### config.mk
export PLATFORM = sky130hd
export DESIGN_NAME = lcdSegDriver
export DESIGN_NICKNAME = d
export VERILOG_FILES = /design/src/rtl/lcdSegPkg.sv /design/src/rtl/lcdScanCtrl.sv /design/src/rtl/lcdLevelMap.sv /design/src/rtl/lcdSegDriver.sv
export SDC_FILE = /design/constraint.sdc
export NUM_CORES = 1
export LEC_CHECK = 0
export BUFFER_PORTS_ARGS = -buffer_cell sky130_fd_sc_hd__buf_2
export CAP_MARGIN = 20
export CORE_MARGIN = 2
export CORE_UTILIZATION = 49
export CTS_CLUSTER_DIAMETER = 80
export CTS_CLUSTER_SIZE = 12
export DETAILED_ROUTE_END_ITERATION = 7
export PLACE_DENSITY = 0.77
export SLEW_MARGIN = 20
export SYNTH_ARGS = -nofsm -noshare
export SYNTH_HDL_FRONTEND = slang
export SYNTH_SLANG_ARGS = --single-unit
### constraint.sdc
create_clock -name clk -period 2.01 [get_ports clk]
set_input_delay 0.201 -clock clk [delete_from_list [all_inputs] [get_ports clk]]
set_output_delay 0.201 -clock clk [all_outputs]
set_load 0.1 [all_outputs]
### src/rtl/lcdSegPkg.sv
package lcdSegPkg;

  localparam int NUM_COM = 4;
  localparam int LVL_W   = 2;
  localparam int SLOT_W  = 2;

  typedef enum logic [1:0] {
    LVL_GND  = 2'd0,
    LVL_LOW  = 2'd1,
    LVL_HIGH = 2'd2,
    LVL_TOP  = 2'd3
  } levelT;

  typedef enum logic [1:0] {
    BIAS_STATIC = 2'd0,
    BIAS_HALF   = 2'd1,
    BIAS_THIRD  = 2'd2
  } biasT;

  // Strobes and scan state handed from control to datapath each cycle.
  typedef struct packed {
    logic              active;
    logic              frameEnd;
    logic [SLOT_W-1:0] slot;
    logic [SLOT_W-1:0] lastSlot;
    biasT              bias;
    logic              polarity;
    logic              blinkOff;
  } scanT;

  function automatic logic [SLOT_W-1:0] lastSlotForMode(input logic [2:0] mode);
    case (mode)
      3'b000:  return 2'd3;
      3'b001:  return 2'd2;
      3'b010:  return 2'd1;
      3'b011:  return 2'd2;
      default: return 2'd0;
    endcase
  endfunction

  function automatic biasT biasForMode(input logic [2:0] mode);
    case (mode)
      3'b000, 3'b001: return BIAS_THIRD;
      3'b010, 3'b011: return BIAS_HALF;
      default:        return BIAS_STATIC;
    endcase
  endfunction

endpackage

### src/rtl/lcdScanCtrl.sv
module lcdScanCtrl
  import lcdSegPkg::*;
#(
  parameter int PRE_W   = 9,
  parameter int SEL_W   = 2,
  parameter int BLINK_W = 16
) (
  input  logic             clk,
  input  logic             rstN,
  input  logic             tick,
  input  logic             enable,
  input  logic [SEL_W-1:0] clkSel,
  input  logic [2:0]       modeSel,
  input  logic             blinkSlow,
  output scanT             scan
);

  localparam logic [PRE_W-1:0] PRE_ALL  = '1;
  localparam int               FAST_BIT = BLINK_W - 2;
  localparam int               SLOW_BIT = BLINK_W - 1;

  logic [PRE_W-1:0]   preCnt;
  logic [PRE_W-1:0]   preLast;
  logic [SLOT_W-1:0]  slotQ;
  logic [SLOT_W-1:0]  lastSlot;
  logic               polQ;
  logic               strobeQ;
  logic [2:0]         modeQ;
  logic [SEL_W-1:0]   clkSelQ;
  logic [BLINK_W-1:0] blinkCnt;
  logic               pinEvent;
  logic               frameWrap;

  // Slot length in ticks is 2^(PRE_W - clkSel); the last count is all-ones shifted down.
  assign preLast   = PRE_ALL >> clkSelQ;
  assign lastSlot  = lastSlotForMode(modeQ);
  assign pinEvent  = tick && (preCnt == preLast);
  assign frameWrap = pinEvent && (slotQ == lastSlot);

  // Free-running blink phase on the timebase.
  always_ff @(posedge clk or negedge rstN) begin
    if (!rstN) begin
      blinkCnt <= '0;
    end else if (tick) begin
      blinkCnt <= blinkCnt + 1'b1;
    end
  end

  // Scan sequencing: prescaler, slot index, polarity, frame-boundary settings load.
  always_ff @(posedge clk or negedge rstN) begin
    if (!rstN) begin
      preCnt  <= '0;
      slotQ   <= '0;
      polQ    <= 1'b0;
      strobeQ <= 1'b0;
      modeQ   <= '0;
      clkSelQ <= '0;
    end else begin
      strobeQ <= 1'b0;
      if (!enable) begin
        preCnt  <= '0;
        slotQ   <= '0;
        polQ    <= 1'b0;
        modeQ   <= modeSel;
        clkSelQ <= clkSel;
      end else if (pinEvent) begin
        preCnt <= '0;
        if (frameWrap) begin
          slotQ   <= '0;
          polQ    <= ~polQ;
          strobeQ <= 1'b1;
          modeQ   <= modeSel;
          clkSelQ <= clkSel;
        end else begin
          slotQ <= slotQ + 1'b1;
        end
      end else if (tick) begin
        preCnt <= preCnt + 1'b1;
      end
    end
  end

  always_comb begin
    scan.active   = enable;
    scan.frameEnd = strobeQ;
    scan.slot     = slotQ;
    scan.lastSlot = lastSlot;
    scan.bias     = biasForMode(modeQ);
    scan.polarity = polQ;
    scan.blinkOff = blinkSlow ? blinkCnt[SLOW_BIT] : blinkCnt[FAST_BIT];
  end

endmodule

### src/rtl/lcdLevelMap.sv
module lcdLevelMap
  import lcdSegPkg::*;
#(
  parameter int NUM_SEG = 8,
  localparam int DATA_W = NUM_SEG * NUM_COM
) (
  input  scanT                     scan,
  input  logic                     blinkEn,
  input  logic [DATA_W-1:0]        segData,
  input  logic [DATA_W-1:0]        blinkMask,
  output logic [NUM_COM*LVL_W-1:0] comLevel,
  output logic [NUM_SEG*LVL_W-1:0] segLevel,
  output logic                     frameStrobe
);

  function automatic levelT comDrive(input logic selected, input logic used, input scanT s);
    if (!s.active || !used) return LVL_GND;
    if (selected)           return s.polarity ? LVL_GND : LVL_TOP;
    if (s.bias == BIAS_THIRD) return s.polarity ? LVL_HIGH : LVL_LOW;
    return LVL_LOW;
  endfunction

  function automatic levelT segDrive(input logic dotOn, input scanT s);
    if (!s.active) return LVL_GND;
    if (dotOn)     return s.polarity ? LVL_TOP : LVL_GND;
    case (s.bias)
      BIAS_STATIC: return s.polarity ? LVL_GND : LVL_TOP;
      BIAS_THIRD:  return s.polarity ? LVL_LOW : LVL_HIGH;
      default:     return LVL_LOW;
    endcase
  endfunction

  assign frameStrobe = scan.frameEnd & scan.active;

  for (genvar c = 0; c < NUM_COM; c++) begin : gCom
    logic isSel;
    logic isUsed;
    assign isSel  = (scan.slot == SLOT_W'(c));
    assign isUsed = (SLOT_W'(c) <= scan.lastSlot);
    assign comLevel[c*LVL_W +: LVL_W] = comDrive(isSel, isUsed, scan);
  end

  for (genvar s = 0; s < NUM_SEG; s++) begin : gSeg
    logic [NUM_COM-1:0] word;
    logic [NUM_COM-1:0] mask;
    logic               dotOn;
    assign word  = segData[s*NUM_COM +: NUM_COM];
    assign mask  = blinkMask[s*NUM_COM +: NUM_COM];
    // A blinking dot is hidden only in the off half; unlit dots are unaffected.
    assign dotOn = word[scan.slot] & ~(blinkEn & mask[scan.slot] & scan.blinkOff);
    assign segLevel[s*LVL_W +: LVL_W] = segDrive(dotOn, scan);
  end

endmodule

### src/rtl/lcdSegDriver.sv
module lcdSegDriver
  import lcdSegPkg::*;
#(
  parameter int NUM_SEG = 8,
  parameter int PRE_W   = 9,
  parameter int BLINK_W = 16
) (
  input  logic                   clk,
  input  logic                   rstN,
  input  logic                   tick,
  input  logic                   enable,
  input  logic [1:0]             clkSel,
  input  logic [2:0]             modeSel,
  input  logic                   blinkEn,
  input  logic                   blinkSlow,
  input  logic [NUM_SEG*4-1:0]   segData,
  input  logic [NUM_SEG*4-1:0]   blinkMask,
  output logic [7:0]             comLevel,
  output logic [NUM_SEG*2-1:0]   segLevel,
  output logic                   frameStrobe
);

  scanT scan;

  lcdScanCtrl #(
    .PRE_W  (PRE_W),
    .SEL_W  (2),
    .BLINK_W(BLINK_W)
  ) uCtrl (
    .clk      (clk),
    .rstN     (rstN),
    .tick     (tick),
    .enable   (enable),
    .clkSel   (clkSel),
    .modeSel  (modeSel),
    .blinkSlow(blinkSlow),
    .scan     (scan)
  );

  lcdLevelMap #(
    .NUM_SEG(NUM_SEG)
  ) uMap (
    .scan       (scan),
    .blinkEn    (blinkEn),
    .segData    (segData),
    .blinkMask  (blinkMask),
    .comLevel   (comLevel),
    .segLevel   (segLevel),
    .frameStrobe(frameStrobe)
  );

endmodule

==> impl_metrics.csv <==
group,metric,value,unit
outcome,status,"finished with violations",
detailed_routing,viasPerCell,5.64,
yosys,synth_flop_cell,"dfrtp_1",
die,dieArea,5710,um^2
critical_path,critPathRequiredTime,1.81,ns
detailed_routing,vias,2430,
yosys,ys_seq_elements,34,
die,die_x,75.6,um
cells_and_area,area_delta_synth_final,70.3,%
hold_path,whs_path_depth,2,
yosys,syn_area,2510,um^2
timing,max_freq,436,MHz
yosys,netlist_top_cells_count,"dfrtp_1, nand2_1, mux2i_1",
timing,rsz0062_at_grt,"yes",
yosys,synth_edf_count,0,
yosys,yosysSeqAreaShare,33.9,%
clock_tree,clock-sinks,34,
yosys,synth.net_count,320,
timing,worst_pin_slew,0.737,ns
yosys,async_reset_ff_share,100,%
critical_path,start_kind,"flip-flop",
placed_design,preCtsSetupSlack,0.0541,ns
detailed_routing,drt-pass1-iter-count,4,
clock_tree,cts.clk_slew.worst_paths,0.08,ns
yosys,netlist.area_leader.share,33.9,%
power_and_ir_drop,power_density,554,nW/um^2
critical_path,cp-end-kind,"output pin",
global_route,grt_usage,26.9,%
global_route,use_met3,5.16,%
timing,tns,-4.98,ns
critical_path,rrSetupSlack,-0.12,ns
die,rows,26,
critical_path,critical_path_class,"reg2out",
cells_and_area,final_core_utilization,85.4,%
timing,fin_skew,0.00824,ns
detailed_routing,postRouteAntennaNets,0,
yosys,synth_cell_types,44,
die,core-area,5010,um^2
critical_path,critPathMaxFanout,7,
global_route,busiest_layer,"met2",
detailed_routing,drc,0,
yosys,yosysMostFrequentCell,"dfrtp_1",
timing,hold_viol,0,
power_and_ir_drop,p_leak,1.78,nW
timing,maxSlewViolCount,0,
clock_tree,clock_path_buffers,2,
global_route,grt_pass1_wl,11300,um
timing,slew_headroom,50.9,%
timing,setup_viol,27,
cells_and_area,antennaDiodeCount,0,
global_route,grt_pass1_vias,2372,
job,drv_cap,0,
yosys,syn_inst,239,
die,ios,100,
timing,period_needed,2.29,ns
cells_and_area,drive_gt1_share,59.6,%
global_route,grt_use_met2,51.3,%
die,dieHeight,75.6,um
critical_path,worstPathArrival,2.09,ns
clock_tree,root_buffer,"clkbuf_8",
cells_and_area,finalInstanceArea,4280,um^2
die,start_util,50.1,%
yosys,yosysTopAreaCell,"dfrtp_1",
global_route,grt_max_degree,35,
placed_design,port_buffers,99,
yosys,synth.area.top_cells,"dfrtp_1, mux4_2, mux2i_1",
placed_design,place_congestion,0.821,
yosys,yosysWarningCount,0,
yosys,syn_area_per_cell,10.5,um^2
global_route,grt_use_met1,29.2,%
detailed_routing,drt_iter0_markers,72,
hold_path,hp-class,"in2reg",
clock_tree,cts_tree,"done",
clock_tree,htree_levels,2,
global_route,grt.overflow.total,0,
timing,fin_crit_sh,114,%
detailed_routing,wl_per_cell,19.4,um
timing,fin_ws,-0.284,ns
cells_and_area,nets,441,
power_and_ir_drop,ir_drop,0.602,mV
outcome,violations,"negative setup slack",
placed_design,hpwl,5760,um
placed_design,place_area,3850,um^2
clock_tree,clock_latency,0.29,ns
critical_path,reg2reg_depth,9,
clock_tree,cts_buffers,5,
global_route,antenna_found_initial,0,
detailed_routing,wirelength,8380,um
## through the flow
| step | instances | hold slack (ns) | power [mW] |
|---|---|---|---|
| after floorplan | 239 | -0.0946 | 1.40 |
| after global placement | 411 | 0.304 | 1.68 |
| after detailed placement | 411 | 0.304 | 1.70 |
| after CTS | 425 | 0.120 | 2.34 |
| after global routing | 431 | 0.137 | 2.46 |
| final | 431 | 0.142 | 2.37 |
## layer usage
layer / up-vias / share of wire, %
met5: - / 0
met1: 1210 / 36
met3: 15 / 6.9
met2: 96 / 55
met4: 0 / 2.7
li1: 1109 / -
## registers in the layout, indices dropped and copies added, names as in the netlist
register and cells:
uCtrl.blinkCnt 16, uCtrl.clkSelQ 2, uCtrl.modeQ 3, uCtrl.polQ 1
uCtrl.preCnt 9, uCtrl.slotQ 2, uCtrl.strobeQ 1
## final cells by class
cell class,count,area [um^2]
multi-input combinational,186,2070
timing repair buffer,126,1120
sequential,34,852
fill,256,733
tap,70,87.6
clock buffer,5,68.8
clock inverter,3,45.0
inverter,7,31.3
## cells by family (layout without fill, tap and decap cells)
logic type,Yosys count,in the layout,synth area share (%)
fa+ha+maj,6,6,2.99
flops,34,34,33.9
mux,44,44,26.3
xor+xnor,23,23,8.02
buf+inv,19,141,3.34
simple gates,95,95,18.9
compound gates,18,18,6.58
## power by group
part / internal [mW] / switching, mW
combinational: 0.382 / 0.501
sequential: 0.763 / 0.0821
clock: 0.369 / 0.274
total: 1.51 / 0.857
## worst paths after layout
| kind | from | endpoint |
|---|---|---|
| hold reg to reg | uCtrl.blinkCnt[3] | uCtrl.blinkCnt[3] |
| setup / recovery | uCtrl.slotQ[0] | segLevel[10] |
| setup reg to reg | uCtrl.slotQ[0] | uCtrl.modeQ[1] |
| hold / removal | clkSel[1] | uCtrl.clkSelQ[1] |
| max in group asynchronous | rstN | uCtrl.slotQ[0] |
| min in group asynchronous | rstN | uCtrl.preCnt[1] |
## timing repair
item                       4_1_cts  5_1_grt
hold buffers                     1        0
resized for setup               21       23
setup buffers                    4        6
pin swaps                       13       10
hold endpoints to repair        34        0
gates cloned                     1        0
setup endpoints to repair       19       29
## placed cells by master (no fill, tap or decap), drive strengths merged, types with 4 or more instances in the layout
cell,netlist,layout
buf,7,125
dfrtp,34,34
nand2,30,30
mux2i,22,22
xnor2,18,18
nor2,18,18
mux4,16,16
nand3,13,13
nand4,8,8
inv,7,7
mux2,6,6
and2,6,6
ha,6,6
xor2,5,5
clkbuf,5,5
o21ai,5,5
and3,4,4
nand2b,4,4
## critical path, cell delays in order, from the launching register on
cell	delay, ns
dfrtp_2	0.47
buf_12	0.16
mux4_2	0.51
nand3_2	0.12
nand2_4	0.09
mux2i_4	0.23
buf_12	0.21
Power figures use the tool's default switching activity.
